### config.mk
export PLATFORM = sky130hd
export DESIGN_NAME = acc_alu_dp
export DESIGN_NICKNAME = d
export VERILOG_FILES = /design/src/rtl/acc_alu_pkg.sv /design/src/rtl/acc_alu_core.sv /design/src/rtl/acc_opnd_mux.sv /design/src/rtl/acc_out_stage.sv /design/src/rtl/acc_alu_dp.sv
export SDC_FILE = /design/constraint.sdc
export NUM_CORES = 1
export LEC_CHECK = 0
export BUFFER_PORTS_ARGS = -buffer_cell sky130_fd_sc_hd__buf_2
export CAP_MARGIN = 20
export CORE_AREA = 8 8 118 120
export DETAILED_ROUTE_END_ITERATION = 8
export DIE_AREA = 0 0 126 128
export GPL_ROUTABILITY_DRIVEN = 0
export GPL_TIMING_DRIVEN = 0
export PLACE_DENSITY_LB_ADDON = 0.12
export SETUP_SLACK_MARGIN = 0.5
export SLEW_MARGIN = 20
export SYNTH_ARGS = -nofsm -noshare
export SYNTH_HDL_FRONTEND = slang
export SYNTH_SLANG_ARGS = --single-unit
### constraint.sdc
create_clock -name clk -period 3.25 [get_ports clk]
set_input_delay 0.1625 -clock clk [delete_from_list [all_inputs] [get_ports clk]]
set_output_delay 0.1625 -clock clk [all_outputs]
set_load 0.02 [all_outputs]
### src/rtl/acc_alu_pkg.sv
package acc_alu_pkg;

    typedef enum logic [2:0] {
        OP_ZERO  = 3'b000,
        OP_BMINA = 3'b001,
        OP_AMINB = 3'b010,
        OP_ADD   = 3'b011,
        OP_XOR   = 3'b100,
        OP_OR    = 3'b101,
        OP_AND   = 3'b110,
        OP_ONES  = 3'b111
    } alu_op_e;

    // Operand source select: bit 1 chooses the B side, bit 0 the A side.
    typedef enum logic [1:0] {
        SEL_FB_A   = 2'b00,
        SEL_ZERO_A = 2'b01,
        SEL_B_ZERO = 2'b10,
        SEL_B_A    = 2'b11
    } opnd_sel_e;

endpackage

### src/rtl/acc_alu_core.sv
module acc_alu_core
    import acc_alu_pkg::*;
#(
    parameter int W = 16
) (
    input  alu_op_e        op,
    input  logic           cin,
    input  logic [W-1:0]   x,
    input  logic [W-1:0]   y,
    output logic [W-1:0]   res
);
    localparam int SW = W + 1;

    logic [SW-1:0] sum_ext;
    logic [W-1:0]  add_l;
    logic [W-1:0]  add_r;

    always_comb begin
        add_l = x;
        add_r = y;
        unique case (op)
            OP_BMINA: add_l = ~x;
            OP_AMINB: add_r = ~y;
            default: ;
        endcase
        sum_ext = {1'b0, add_l} + {1'b0, add_r} + {{(SW-1){1'b0}}, cin};
    end

    always_comb begin
        unique case (op)
            OP_ZERO:  res = '0;
            OP_BMINA,
            OP_AMINB,
            OP_ADD:   res = sum_ext[W-1:0];
            OP_XOR:   res = x ^ y;
            OP_OR:    res = x | y;
            OP_AND:   res = x & y;
            default:  res = '1;
        endcase
    end
endmodule

### src/rtl/acc_opnd_mux.sv
module acc_opnd_mux
    import acc_alu_pkg::*;
#(
    parameter int W = 16
) (
    input  opnd_sel_e      sel,
    input  logic [W-1:0]   a_src,
    input  logic [W-1:0]   b_src,
    input  logic [W-1:0]   fb_src,
    output logic [W-1:0]   x,
    output logic [W-1:0]   y
);
    always_comb begin
        unique case (sel)
            SEL_FB_A:   begin x = a_src; y = fb_src; end
            SEL_ZERO_A: begin x = a_src; y = '0;     end
            SEL_B_ZERO: begin x = '0;    y = b_src;  end
            default:    begin x = a_src; y = b_src;  end
        endcase
    end
endmodule

### src/rtl/acc_out_stage.sv
module acc_out_stage #(
    parameter int W = 16
) (
    input  logic           bypass,
    input  logic           oe_n,
    input  logic [W-1:0]   live,
    input  logic [W-1:0]   held,
    output logic [W-1:0]   bus_val,
    output logic           bus_drive
);
    logic [W-1:0] chosen;

    always_comb begin
        chosen    = bypass ? live : held;
        bus_drive = ~oe_n;
        bus_val   = bus_drive ? chosen : '0;
    end
endmodule

### src/rtl/acc_alu_dp.sv
module acc_alu_dp
    import acc_alu_pkg::*;
#(
    parameter int W = 16
) (
    input  logic           clk,
    input  logic           rst,
    input  logic [W-1:0]   a_in,
    input  logic [W-1:0]   b_in,
    input  logic           a_ld_n,
    input  logic           b_ld_n,
    input  logic           in_bypass,
    input  logic [1:0]     opnd_sel,
    input  logic [2:0]     op_sel,
    input  logic           carry_in,
    input  logic           f_ld_n,
    input  logic           out_bypass,
    input  logic           oe_n,
    output logic [W-1:0]   f_out,
    output logic           f_drive
);
    typedef struct packed {
        logic [W-1:0] a;
        logic [W-1:0] b;
        logic [W-1:0] f;
    } regs_t;

    regs_t        regs_d;
    regs_t        regs_q;
    logic [W-1:0] a_eff;
    logic [W-1:0] b_eff;
    logic [W-1:0] alu_x;
    logic [W-1:0] alu_y;
    logic [W-1:0] alu_res;

    // Operand source: bypass sends the raw inputs on, registers still load.
    always_comb begin
        a_eff = in_bypass ? a_in : regs_q.a;
        b_eff = in_bypass ? b_in : regs_q.b;
    end

    acc_opnd_mux #(.W(W)) u_mux (
        .sel    (opnd_sel_e'(opnd_sel)),
        .a_src  (a_eff),
        .b_src  (b_eff),
        .fb_src (regs_q.f),
        .x      (alu_x),
        .y      (alu_y)
    );

    acc_alu_core #(.W(W)) u_core (
        .op  (alu_op_e'(op_sel)),
        .cin (carry_in),
        .x   (alu_x),
        .y   (alu_y),
        .res (alu_res)
    );

    always_comb begin
        regs_d = regs_q;
        if (!a_ld_n) regs_d.a = a_in;
        if (!b_ld_n) regs_d.b = b_in;
        if (!f_ld_n) regs_d.f = alu_res;
        if (rst)     regs_d   = '0;
    end

    always_ff @(posedge clk) begin
        regs_q <= regs_d;
    end

    acc_out_stage #(.W(W)) u_out (
        .bypass    (out_bypass),
        .oe_n      (oe_n),
        .live      (alu_res),
        .held      (regs_q.f),
        .bus_val   (f_out),
        .bus_drive (f_drive)
    );
endmodule

# Word level (Yosys, flattened, before mapping)
# Index checks and enable logic that the tools add are counted.
# totals
wordCells,31
register_bits,48
input_bits,46
output_inout_bits,17
# op_classes
n_eq_ne,8
n_bitwise,6
addsub,2
mux,9
n_reduce_logical,3
# op_table
op,count
two-way mux 16 bit,7
case mux 16 bit (5 select lines),1
inverter 16 bit,2
case mux 16 bit (2 select lines),1
adder 16 x 1 -> 16 bit,1
adder 16 bit,1
AND 16 bit,1
OR 16 bit,1
XOR 16 bit,1
equality test 3 bit (second input constant),3
equality test 3 x 2 -> 1 bit (second input constant),2
equality test 3 x 1 -> 1 bit (second input constant),1
zero test 3 bit,1
OR reduction 3 bit,1
equality test 2 x 1 -> 1 bit (second input constant),1
equality test 2 bit (second input constant),1
zero test 2 bit,1
inverter 1 bit,1

# Logic depth before layout (Yosys ltp)
# Gate-level depths: netlist of run 1.
# depth
depth_word,9
depth_mapped,14
ltp_nobuf,12

# Hierarchy
# A second synthesis of run 1 with hierarchy kept.
# unflattened
hier_cells,548
hier_area_um2,4922.2
# modules_own_cells
mod,seq_area_each_um2,cells_per_inst,area_each_um2,n_inst
acc_alu_dp,960.9,191,2255.9,1
acc_alu_core,0.0,282,2108.3,1
acc_opnd_mux,0.0,38,292.8,1
acc_out_stage,0.0,37,265.3,1

# Worst setup path after synthesis of run 1
# Ideal clock, no wire load.
# synth_path
kind,in2out
from,in in_bypass
to,out f_out[14]
t_arrival_ps,3531
path_buffers,2
required_time_ps,3087
slack_ps,-443
stages,14
path_cell_list,buf_2 buf_4 mux2_2 nand2_1 o21ai_0 xnor2_1 fa_1 fa_1 and2b_1 o2111ai_2 a31oi_4 nor2_2 or4_4 a41oi_1
# synth_between
elab_chain_cells,9
elab_cells_between_ends,16
cone_classes,add/sub: 2; mux: 9; bitwise: 5
# synth_lines
item,line_no,rtl
from (decl),acc_alu_dp.sv:12,"input logic in_bypass,"
"two-way mux 16 bit, on equally long branches","acc_alu_dp.sv:39, acc_alu_dp.sv:38",
case mux 16 bit (2 select lines) / two-way mux 16 bit (equally long branches),acc_opnd_mux.sv:14,unique case (sel)
"inverter 16 bit, on equally long branches","acc_alu_core.sv:23, acc_alu_core.sv:22",
two-way mux 16 bit,acc_alu_core.sv:21,unique case (op)
adder 16 bit,acc_alu_core.sv:26,"sum_ext = {1'b0, add_l} + {1'b0, add_r} + {{(SW-1){1'b0}}, cin};"
adder 16 x 1 -> 16 bit,acc_alu_core.sv:26,
case mux 16 bit (5 select lines) *,acc_alu_core.sv:30,unique case (op)
two-way mux 16 bit *,acc_out_stage.sv:14,chosen = bypass ? live : held;
two-way mux 16 bit *,acc_out_stage.sv:16,bus_val = bus_drive ? chosen : '0;
to (decl),acc_alu_dp.sv:19,"output logic [W-1:0] f_out,"
# Every way passes the cells marked *; elsewhere a longest branch is shown, timed or not.

# Worst setup path after layout of run 1
# layout_path
from,reg regs_q[16] in the netlist's numbering
to,out f_out[14]
# layout_between
elab_chain_cells,9
# layout_lines
item,line_no,rtl
from (decl),acc_alu_dp.sv:29,regs_t regs_q;
from (signal assigned),acc_alu_dp.sv:68,regs_q <= regs_d;
two-way mux 16 bit *,acc_alu_dp.sv:39,b_eff = in_bypass ? b_in : regs_q.b;
case mux 16 bit (2 select lines) *,acc_opnd_mux.sv:14,
inverter 16 bit,acc_alu_core.sv:23,OP_AMINB: add_r = ~y;
two-way mux 16 bit *,acc_alu_core.sv:21,
adder 16 bit *,acc_alu_core.sv:26,
adder 16 x 1 -> 16 bit *,acc_alu_core.sv:26,
case mux 16 bit (5 select lines) *,acc_alu_core.sv:30,
two-way mux 16 bit *,acc_out_stage.sv:14,
two-way mux 16 bit *,acc_out_stage.sv:16,
# Marked as above.

==> metrics.md, run 1 <==
| Metric | Value |
|---|---|
| Outcome | finished, violations left |
| Failing checks | negative setup slack |
| Least-Margin Pin Slew | 0.872 ns |
| Commonest register cell after synthesis | dfxtp_1 |
| Nets | 792 |
| Layout Skew | 0.0139 ns |
| R2r worst-path depth | 16 |
| Final design instance area without fill | 0.00614 sq mm |
| Slew headroom | 0.418 |
| Number of flops mapped to enable cells by yosys | 0 |
| Crit path capture type | output pin |
| Post-Synth XOR/XNOR Area | 0.0709 |
| Min-delay worst type | input port to flip-flop |
| Power Dens Cells | 390 mW/mm^2 |
| Initial antenna violation count | 0 |
| CTS tree | yes |
| Placed insts | 810 |
| Final setup vio count | 9 |
| Critical path's most frequent cell | fa_2 |
| H-tree levels | 2 |
| Die Span Y | 128 um |
| Setup Crit Path Kind | flip-flop to output pin |
| RSZ-0062 raised after global routing | true |
| Worst Setup SP | regs_q[16] |
| CP max stage delay | 0.45 ns |
| Slew Limit Fails | 0 |
| Top cell type's share of synthesized area | 0.205 |
| Post-synthesis cell area | 0.00469 sq mm |
| Post-synth top cells | nor2_1 (103), mux2i_1 (49), dfxtp_1 (48) |
| Hold path start | b_in[3] |
| Tot GR Track Use | 0.189 |
| Post-Synth Simple-Gate Area | 0.170 |
| Psw | 870 uW |
| First-pass iteration count of the detailed router | 5 |
| Mean Syn Cell Area | 7.78 sq um |
| Initial DRC count | 318 |
| R2R Path End | regs_q[10] |
| Lkg Pwr | 0.00281 uW |
| Pin count of the biggest net entering global routing | 17 |
| Clock Latency Late Sink | 0.30 ns |
| Switching Fraction | 0.363 |
| Largest register by flop count | regs_q |
| CTS Buf Count | 5 |
| Chip Width | 126 um |
| Post-route setup slack | -0.370 ns |
| Fraction of registers with async set or reset after synthesis | 0 |
| Critical-path cell list | mux2_4 > nand2_4 > o21ai_4 > xnor2_2 > fa_2 > fa_2 > and2b_2 > o2111ai_4 > a31oi_4 > nor2_2 > or4_4 > a41oi_4 > buf_6 |
| YS warnings | 0 |
| Internal | 1530 uW |
| Routed WL | 15,300 um |
| DR DRC count | 0 |
| Maximum clock path buffer count | 2 |
| Area after DPL | 0.00537 sq mm |
| Synth unique cells | 50 |
| GRT Residual Overflow | 0 |
| Clock tree sinks | 48 |
| Clk root buf | clkbuf_16 |
| Largest family of logic cells by synthesized area | compound AO/OA/AOI/OAI gates |
| Sequential area share after synthesis | 0.205 |
| Synth area leaders | dfxtp_1 (20%), ha_1 (12%), mux2i_1 (10%), nor2_1 (8.2%), xor2_1 (5.6%) |
| Final HPWL DP | 11,900 um |
| Adder-cell share of the synthesized area | 0.131 |
| Max reg flops | 48 |
| Min-Delay Endpoint | regs_q[19] |
| Worst EP arrival | 3.46 ns |
| Die area | 0.0161 sq mm |
| Maximum clock frequency | 276 MHz |
| Wire length per cell | 18.0 um |
| Synth area leader | dfxtp_1 |
| Core area | 0.0122 sq mm |
| Clk slew on worst S/H paths | 0.07 ns |
| Most common cell in the netlist | nor2_1 |
| Layout Cells excl Fill | 849 |
| Crit-path slowest cell | or4_4 |
| Antenna cell count | 0 |
| Final Total Pwr | 2400 uW |
| #FFs+latches synth | 48 |
| Share of cells above drive strength 1 | 0.300 |
| # rows | 41 |
| First-pass GRT wire length | 24,300 um |
| Final Critical Period | 3.62 ns |
| Max-cap violations | 0 |
| Hold Buf Count CTS | 0 |
| Cell count after synthesis | 603 |
| Post-synthesis mux area share | 0.143 |
| Max FO, Critical Path | 4 |
| Routed vias/inst | 5.48 |
| Remaining antenna violation count | 0 |
| Routed vias | 4,651 |
| Period utilisation layout | 1.11 |
| Crit path required time | 3.09 ns |
| Biggest regs | regs_q (48) |
| Final Hold Viols | 0 |
| Area growth syn-to-layout | 30.9% |
| RR Startpoint | regs_q[16] |
| Compound-Gate Fraction of Synth Area | 0.206 |
| Logic pwr share | 0.437 |
| VDD IR-drop max | 0.000206 V |
| Syn nets | 697 |
| Crit start category | flip-flop |
| Hold Path Stages | 3 |
| Initial core utilization | 0.384 |
| Number of global-route vias before repair | 4,757 |
| Port Buffers | 57 |
| I/O Pins | 63 |
| Flop-to-flop setup slack | -0.05 ns |
| Sequential Power Share | 0.274 |
| Clk network pwr share | 0.288 |
[cells by family after synthesis]
logic type,count (synthesis)
AND/OR/NAND/NOR,180
buffers and inverters,85
adder cells (fa/ha/maj),48
flip-flops,48
XOR/XNOR,38
AO/OA/AOI/OAI,139
multiplexers,65
[cell type report]
cell class                 count  area (sq um)
tap                          150           188
clock buffer                   5           125
clock inverter                 3          68.8
buffer                        45           251
inverter                      40           150
fill                        1208          6070
sequential                    48           962
timing repair buffer          88           588
multi-input combinational    470          3810
[critical path, delay by kind of cell, from the launching register on]
family                   cells  cell delay [ns]
AND/OR/NAND/NOR              4             0.86
adder cells (fa/ha/maj)      2             0.75
AO/OA/AOI/OAI                4             0.67
flip-flops                   1             0.32
multiplexers                 1             0.28
XOR/XNOR                     1             0.15
buffers and inverters        1             0.14
[metal layers]
| metal | global-route usage | up-vias | routed length (um) |
|---|---|---|---|
| met1 | 0.227 | 2230 | 6710 |
| met4 | 0.0736 | 0 | 409 |
| met5 | 0 | - | 0 |
| met3 | 0.0349 | 22 | 767 |
| li1 | - | 2280 | - |
| met2 | 0.328 | 119 | 7410 |
[cells in the final DEF (no fill, tap or decap), types with 4 or more instances in the layout]
cell type   n
a211oi_1    9
a211oi_2   13
a21o_1      4
a21oi_1    29
a21oi_2     4
buf_2      50
buf_4      45
buf_6      10
clkbuf_1   19
clkbuf_16   5
dfxtp_1    47
ha_1       41
ha_2        4
inv_1      40
mux2_2     15
mux2i_1    49
nand2_1    27
nand2b_1   19
nand3_1     4
nor2_1     97
nor2_2      5
o21a_1      5
o21ai_0    11
o21ai_1     8
o21ai_2     8
o221a_2     6
o221ai_1   10
xnor2_1     7
xor2_1     30
[timing repair]
action / in CTS / in global routing
pin swaps: 31 / 15
setup endpoints to repair: 27 / 26
buffers inserted: 21 / 10
resized for setup: 90 / 14
[worst max-delay path by stage]
stage	endpoint	slack, ns	depth (start not counted)
final	f_out[14]	-0.37	13
after global routing	f_out[10]	-0.47	15
after CTS	f_out[14]	-0.40	13
after detailed placement	f_out[12]	-0.79	15
after global placement	f_out[12]	-0.70	15
after floorplan	f_out[14]	-0.01	14
[metrics by stage]
step	setup WS [ns]	TNS (ns)	hold slack (ns)	util
finish	-0.370	-2.05	0.103	0.503
global route	-0.467	-3.08	0.117	0.503
CTS	-0.395	-1.71	0.106	0.492
detailed placement	-0.786	-7.26	0.417	0.440
global placement	-0.702	-5.92	0.408	0.440
floorplan	-0.0108	-0.0108	0.306	-
[power by group through the flow]
stage          registers (uW)  clock network [uW]  logic (uW)
4_1_cts                   657                 704        1000
5_1_grt                   663                 735        1150
3_5_place_dp              670                   0         862
6_report                  657                 691        1050
2_1_floorplan             663                   0         642
3_3_place_gp              668                   0         841
Note: power is estimated with default switching activity, not from simulation.
==> inputs of run 2 (changes only) <==
--- a/config.mk
+++ b/config.mk
@@ -5,9 +5,11 @@
 export SDC_FILE = /design/constraint.sdc
 export NUM_CORES = 1
 export LEC_CHECK = 0
+export ABC_CLOCK_PERIOD_IN_PS = 3250
 export BUFFER_PORTS_ARGS = -buffer_cell sky130_fd_sc_hd__buf_2
 export CAP_MARGIN = 20
 export CORE_AREA = 8 8 118 120
+export CTS_BUF_LIST = sky130_fd_sc_hd__clkbuf_2 sky130_fd_sc_hd__clkbuf_4 sky130_fd_sc_hd__clkbuf_8
 export DETAILED_ROUTE_END_ITERATION = 8
 export DIE_AREA = 0 0 126 128
 export GPL_ROUTABILITY_DRIVEN = 0
==> metrics.md, run 2 (synthesized netlist as in run 1, its figures left out) <==
| Metric | Value |
|---|---|
| Crit start category | flip-flop |
| Crit-path slowest cell | fa_2 |
| Remaining antenna violation count | 0 (unchanged) |
| Routed vias | 4,633 (-0.39%) |
| Util after Layout | 0.502 (-0.00123) |
| Initial antenna violation count | 0 (unchanged) |
| Lkg Pwr | 0.00279 uW (-0.65%) |
| First-pass iteration count of the detailed router | 4 (-1) |
| Critical-path cell list | mux2_4 > nand2_4 > o21ai_4 > xnor2_2 > fa_2 > fa_2 > and2b_2 > o2111ai_4 > a31oi_1 > nor3_1 > nand3b_1 > a311oi_4 > buf_6 |
| Biggest regs | regs_q (48) |
| Routed WL | 15,300 um (about the same) |
| Area after DPL | 0.00537 sq mm (unchanged) |
| Slew headroom | 0.433 (+0.0150) |
| Max reg flops | 48 (unchanged) |
| Reg area | 965 sq um (+0.26%) |
| Wire length per cell | 18.0 um (about the same) |
| CP top delay family | compound AO/OA/AOI/OAI gates |
| Layout Skew | 0.0185 ns (+0.00462 ns) |
| Least-Margin Pin Slew | 0.850 ns (-0.0225 ns) |
| Routed vias/inst | 5.46 (-0.39%) |
| Maximum clock frequency | 272 MHz (-1.5%) |
| Most common cell after layout, fill and taps aside | nor2_1 |
| Max FO, Critical Path | 4 (unchanged) |
| Tot GR Track Use | 0.188 (-0.000794) |
| RSZ-0062 raised after global routing | true |
| Worst EP arrival | 3.51 ns (+0.05 ns) |
| Failing checks | negative setup slack |
| Final Critical Period | 3.67 ns (+0.0537 ns) |
| Outcome | finished, violations left |
| Die Span Y | 128 um (unchanged) |
| Post-route setup slack | -0.424 ns (-0.0537 ns) |
| Initial core utilization | 0.384 (unchanged) |
| Crit path capture type | output pin |
| Maximum clock path buffer count | 2 (unchanged) |
| Crit path required time | 3.09 ns (about the same) |
| Clk root buf | clkbuf_8 |
| Nets | 792 (unchanged) |
| Clock tree sinks | 48 (unchanged) |
| Die area | 0.0161 sq mm (unchanged) |
| Max-cap violations | 0 (unchanged) |
| Period utilisation layout | 1.13 (+0.0165) |
| Min-delay worst type | input port to flip-flop |
| Clk slew on worst S/H paths | 0.10 ns (+0.03 ns) |
| Pin count of the biggest net entering global routing | 17 (unchanged) |
| CTS tree | yes |
| Final setup vio count | 9 (unchanged) |
| Setup Crit Path Kind | flip-flop to output pin |
| Hold Path Stages | 3 (unchanged) |
| Hold path start | b_in[3] |
| I/O Pins | 63 (unchanged) |
| Fillers | 1,222 (+1.2%) |
| Slew Limit Fails | 0 (unchanged) |
| Area growth syn-to-layout | 30.5% |
| Placement Setup Slack | -0.786 ns (unchanged) |
| Port Buffers | 57 (unchanged) |
| Chip Width | 126 um (unchanged) |
| Initial DRC count | 353 (+11%) |
| Buf/Inv on CP | 1 (unchanged) |
| # rows | 41 (unchanged) |
| Multi-input gate area | 0.00385 sq mm (+1.1%) |
| Min-Delay Endpoint | regs_q[19] |
| Final Total Pwr | 2260 uW (-5.6%) |
| Largest register by flop count | regs_q |
| Share of cells above drive strength 1 | 0.316 (+0.0157) |
| Critical path's most frequent cell | fa_2 |
| Power Dens Cells | 369 mW/mm^2 (-5.4%) |
| VDD IR-drop max | 0.000161 V (-22%) |
| R2r worst-path depth | 16 (unchanged) |
| Core area | 0.0122 sq mm (unchanged) |
| Flop-to-flop setup slack | -0.05 ns (about the same) |
| CP max stage delay | 0.39 ns (-0.06 ns) |
| Final HPWL DP | 11,900 um (unchanged) |
| Final Hold Viols | 0 (unchanged) |
| RR Startpoint | regs_q[16] |
| Antenna cell count | 0 (unchanged) |
| Hold Buf Count CTS | 0 (unchanged) |
| R2R Path End | regs_q[10] |
| GRT Residual Overflow | 0 (unchanged) |
| First-pass GRT wire length | 24,100 um (-0.65%) |
| Clock Latency Late Sink | 0.33 ns (+0.03 ns) |
| Most frequent cells in the layout | nor2_1 (94), buf_2 (54), mux2i_1 (49), dfxtp_1 (45), ha_1 (41) |
| Final design instance area without fill | 0.00612 sq mm (-0.24%) |
| DR DRC count | 0 (unchanged) |
| Number of global-route vias before repair | 4,718 (-0.82%) |
| CTS Buf Count | 5 (unchanged) |
| H-tree levels | 2 (unchanged) |
| Setup TNS | -2.47 ns (-0.424 ns) |
## run 2: tightest hold or removal path, stage by stage
cell	delay, ns
buf_2	0.08
mux2i_1	0.05
nor2_1	0.07
## run 2: how the worst max path moves through the flow
stage,startpoint,cells after the start,to,slack (ns)
6_report,regs_q[16],13,f_out[8],-0.42
5_1_grt,regs_q[16],15,f_out[10],-0.53
4_1_cts,regs_q[16],13,f_out[14],-0.45
3_5_place_dp,opnd_sel[1],15,f_out[12],-0.79
3_3_place_gp,opnd_sel[1],15,f_out[12],-0.70
2_1_floorplan,in_bypass,14,f_out[14],-0.01
## run 2: repair_timing
item,in CTS,in global routing
pin swaps,26,28
setup buffers,15,16
resized for setup,56,64
setup endpoints to repair,27,27
## run 2: per-layer routing
metal	up-vias	track usage	share of wire
li1	2284	-	-
met5	-	0	0
met3	23	0.0354	0.065
met4	0	0.0587	0.025
met2	123	0.333	0.49
met1	2203	0.225	0.42
## run 2: cell type report
type / instances / share of cell area
multi-input combinational: 470 / 0.628
sequential: 48 / 0.158
timing repair buffer: 88 / 0.0968
buffer: 45 / 0.0398
tap: 150 / 0.0306
inverter: 40 / 0.0245
clock buffer: 5 / 0.0112
clock inverter: 3 / 0.0112
## run 2: stage by stage
stage          instances  hold slack (ns)
3_3_place_gp         810            0.408
3_5_place_dp         810            0.417
6_report             849           0.0722
4_1_cts              833           0.0637
5_1_grt              849           0.0755
2_1_floorplan        603            0.306
## run 2: report_power, final
part | leakage (uW) | switching [uW] | internal [uW]
Clock | 0.0000687 | 235 | 310
Sequential | 0.000398 | 25.9 | 631
Combinational | 0.00232 | 604 | 454
Total | 0.00279 | 866 | 1400
==> inputs of run 3 (changes only) <==
--- a/config.mk
+++ b/config.mk
@@ -5,7 +5,7 @@
 export SDC_FILE = /design/constraint.sdc
 export NUM_CORES = 1
 export LEC_CHECK = 0
-export ABC_CLOCK_PERIOD_IN_PS = 3250
+export ABC_CLOCK_PERIOD_IN_PS = 4210
 export BUFFER_PORTS_ARGS = -buffer_cell sky130_fd_sc_hd__buf_2
 export CAP_MARGIN = 20
 export CORE_AREA = 8 8 118 120
@@ -14,6 +14,7 @@
 export DIE_AREA = 0 0 126 128
 export GPL_ROUTABILITY_DRIVEN = 0
 export GPL_TIMING_DRIVEN = 0
+export HOLD_SLACK_MARGIN = 0.06
 export PLACE_DENSITY_LB_ADDON = 0.12
 export SETUP_SLACK_MARGIN = 0.5
 export SLEW_MARGIN = 20
==> constraint.sdc (replaced) <==
create_clock -name clk -period 4.21 [get_ports clk]
set_input_delay 0.2105 -clock clk [delete_from_list [all_inputs] [get_ports clk]]
set_output_delay 0.2105 -clock clk [all_outputs]
set_load 0.02 [all_outputs]
==> metrics.md, run 3 (synthesized netlist as in run 1, its figures left out) <==
| Metric | Value |
|---|---|
| Chip Width | 126 um (unchanged) |
| Max-cap violations | 0 (unchanged) |
| Met1 Usage GRT | 0.220 (-0.00458) |
| Outcome | complete, no violations |
| Least-Margin Pin Slew | 0.789 ns (-0.0606 ns) |
| Crit path required time | 4.00 ns (+0.91 ns) |
| Logic pwr share | 0.459 (-0.009) |
| Crit path capture type | output pin |
| VDD IR-drop max | 0.000116 V (-28%) |
| Switching Fraction | 0.401 (+0.0181) |
| Nets | 771 (-2.7%) |
| Post-route setup slack | 0.529 ns (+0.953 ns) |
| Worst EP arrival | 3.47 ns (-0.04 ns) |
| Biggest regs | regs_q (48) |
| Initial DRC count | 403 (+14%) |
| Final setup vio count | 0 (-9) |
| Routed WL | 14,700 um (-4.2%) |
| DR DRC count | 0 (unchanged) |
| First-pass iteration count of the detailed router | 4 (unchanged) |
| Pin count of the biggest net entering global routing | 15 (-2) |
| Power Dens Cells | 269 mW/mm^2 (-27%) |
| Internal | 892 uW (-36%) |
| Layout Skew | 0.00575 ns (-0.0128 ns) |
| Share of cells above drive strength 1 | 0.225 (-0.0916) |
| Die Span Y | 128 um (unchanged) |
| WHS | 0.130 ns (+0.0583 ns) |
| Remaining antenna violation count | 0 (unchanged) |
| Final Hold Viols | 0 (unchanged) |
| H-tree levels | 2 (unchanged) |
| Initial antenna violation count | 0 (unchanged) |
| Final HPWL DP | 11,800 um (-0.45%) |
| Largest register by flop count | regs_q |
| I/O Pins | 63 (unchanged) |
| Wire length per cell | 17.7 um (-1.7%) |
| Most frequent cells in the layout | nor2_1 (102), buf_2 (66), mux2i_1 (49), dfxtp_1 (47), ha_1 (43) |
| Clk root buf | clkbuf_8 |
| Most common cell after layout, fill and taps aside | nor2_1 |
| RR Startpoint | regs_q[16] |
| RSZ-0062 raised after global routing | true |
| Met2 Use GR | 0.317 (-0.0164) |
| Antenna cell count | 0 (unchanged) |
| Hold Path Stages | 3 (unchanged) |
| R2R Path End | regs_q[14] |
| Busiest layer in global routing | met2 |
| # rows | 41 (unchanged) |
| CTS tree | yes |
| Max reg flops | 48 (unchanged) |
| Tot GR Track Use | 0.183 (-0.00526) |
| Port Buffers | 57 (unchanged) |
| Placement Setup Slack | -0.170 ns (+0.617 ns) |
| Sequential Power Share | 0.340 (+0.049) |
| Routed vias | 4,473 (-3.5%) |
| Min-delay worst type | input port to flip-flop |
| GRT Residual Overflow | 0 (unchanged) |
| Min-Delay Endpoint | regs_q[18] |
| Core area | 0.0122 sq mm (unchanged) |
| Final Critical Period | 3.68 ns |
| Psw | 597 uW (-31%) |
| Final Total Pwr | 1490 uW (-34%) |
| Maximum clock frequency | 272 MHz |
| CTS Buf Count | 5 (unchanged) |
| Maximum clock path buffer count | 2 (unchanged) |
| M3 GR Usage | 0.0341 (-0.00125) |
| Clock tree sinks | 48 (unchanged) |
| Clk network pwr share | 0.201 (-0.040) |
| R2r worst-path depth | 12 (-4) |
| Max FO, Critical Path | 4 (unchanged) |
| Setup Crit Path Kind | flip-flop to output pin |
| Period utilisation layout | 0.874 |
| First-pass GRT wire length | 23,300 um (-3.3%) |
| Lkg Pwr | 0.00258 uW (-7.4%) |
| Slew headroom | 0.468 (+0.0349) |
| Clock Latency Late Sink | 0.32 ns (about the same) |
| Initial core utilization | 0.384 (unchanged) |
| Crit start category | flip-flop |
| Die area | 0.0161 sq mm (unchanged) |
| Slew Limit Fails | 0 (unchanged) |
| Hold path start | b_in[2] |
| Area growth syn-to-layout | 17.8% |
| Flop-to-flop setup slack | 1.12 ns (+1.17 ns) |
| Number of global-route vias before repair | 4,575 (-3.0%) |
| Routed vias/inst | 5.41 (-0.89%) |
| Clk slew on worst S/H paths | 0.09 ns (about the same) |
==> run 3: cell types whose count changed in the layout (fill, tap and decap cells not counted), moves of 8 or more <==
cell | before | now
nor2_1 | 94 | 102
a211oi_1 | 10 | 19
buf_4 | 40 | 17
o21ai_2 | 9 | 0
buf_6 | 12 | 3
buf_2 | 54 | 66
o21ai_0 | 10 | 22
==> run 3: how the worst max path moves through the flow <==
stage	startpoint	slack (ns)	to	cells past startpoint
after detailed placement	opnd_sel[1]	-0.17	f_out[12]	15
final	regs_q[16]	0.53	f_out[14]	13
after CTS	opnd_sel[1]	0.47	f_out[12]	14
after floorplan	in_bypass	0.55	f_out[10]	14
after global placement	opnd_sel[1]	-0.14	f_out[12]	15
after global routing	regs_q[16]	0.36	f_out[14]	13
==> run 3: layer usage <==
metal	up-vias	wire length, um
met1	2126	6440
met4	0	276
met2	87	7280
met3	16	648
met5	-	0
li1	2244	-
==> run 3: power groups by stage <==
stage / registers, uW / logic [uW] / clock network (uW)
after global placement: 516 / 610 / 0
after global routing: 511 / 757 / 331
after floorplan: 512 / 458 / 0
after detailed placement: 517 / 627 / 0
final: 507 / 683 / 299
after CTS: 506 / 651 / 308
==> run 3: what timing repair did <==
| action | 4_1_cts | 5_1_grt |
|---|---|---|
| gates resized for setup | 25 | 26 |
| hold buffers | 0 | 0 |
| pin swaps | 7 | 8 |
| setup endpoints to repair | 11 | 9 |
| setup buffers | 3 | 7 |
==> run 3: per-stage QoR <==
step / util / TNS (ns) / std cells / cell area, sq um
global placement: 0.425 / -0.145 / 810 / 5180
detailed placement: 0.425 / -0.170 / 810 / 5180
finish: 0.453 / 0 / 827 / 5530
CTS: 0.441 / 0 / 820 / 5390
floorplan: - / 0 / 603 / 4710
global route: 0.453 / 0 / 827 / 5530
==> run 3: critical path, stage by stage (launching register included) <==
cell and delay [ns]:
dfxtp_2 0.33, mux2_2 0.26, nand2_2 0.09, o21ai_4 0.07
xnor2_2 0.17, fa_2 0.39, fa_2 0.34, and2b_2 0.25
o2111ai_4 0.18, a31oi_4 0.25, nor2_2 0.07, or4_4 0.43
a41oi_2 0.17, buf_4 0.16
==> run 3: final cells by class <==
type / count / area [sq um]
Inverter: 40 / 150
Tap cell: 150 / 188
Clock buffer: 6 / 82.6
Timing Repair Buffer: 67 / 370
Sequential cell: 48 / 962
Buffer: 45 / 224
Clock inverter: 1 / 8.76
Fill cell: 1271 / 6680
Multi-Input combinational cell: 470 / 3540
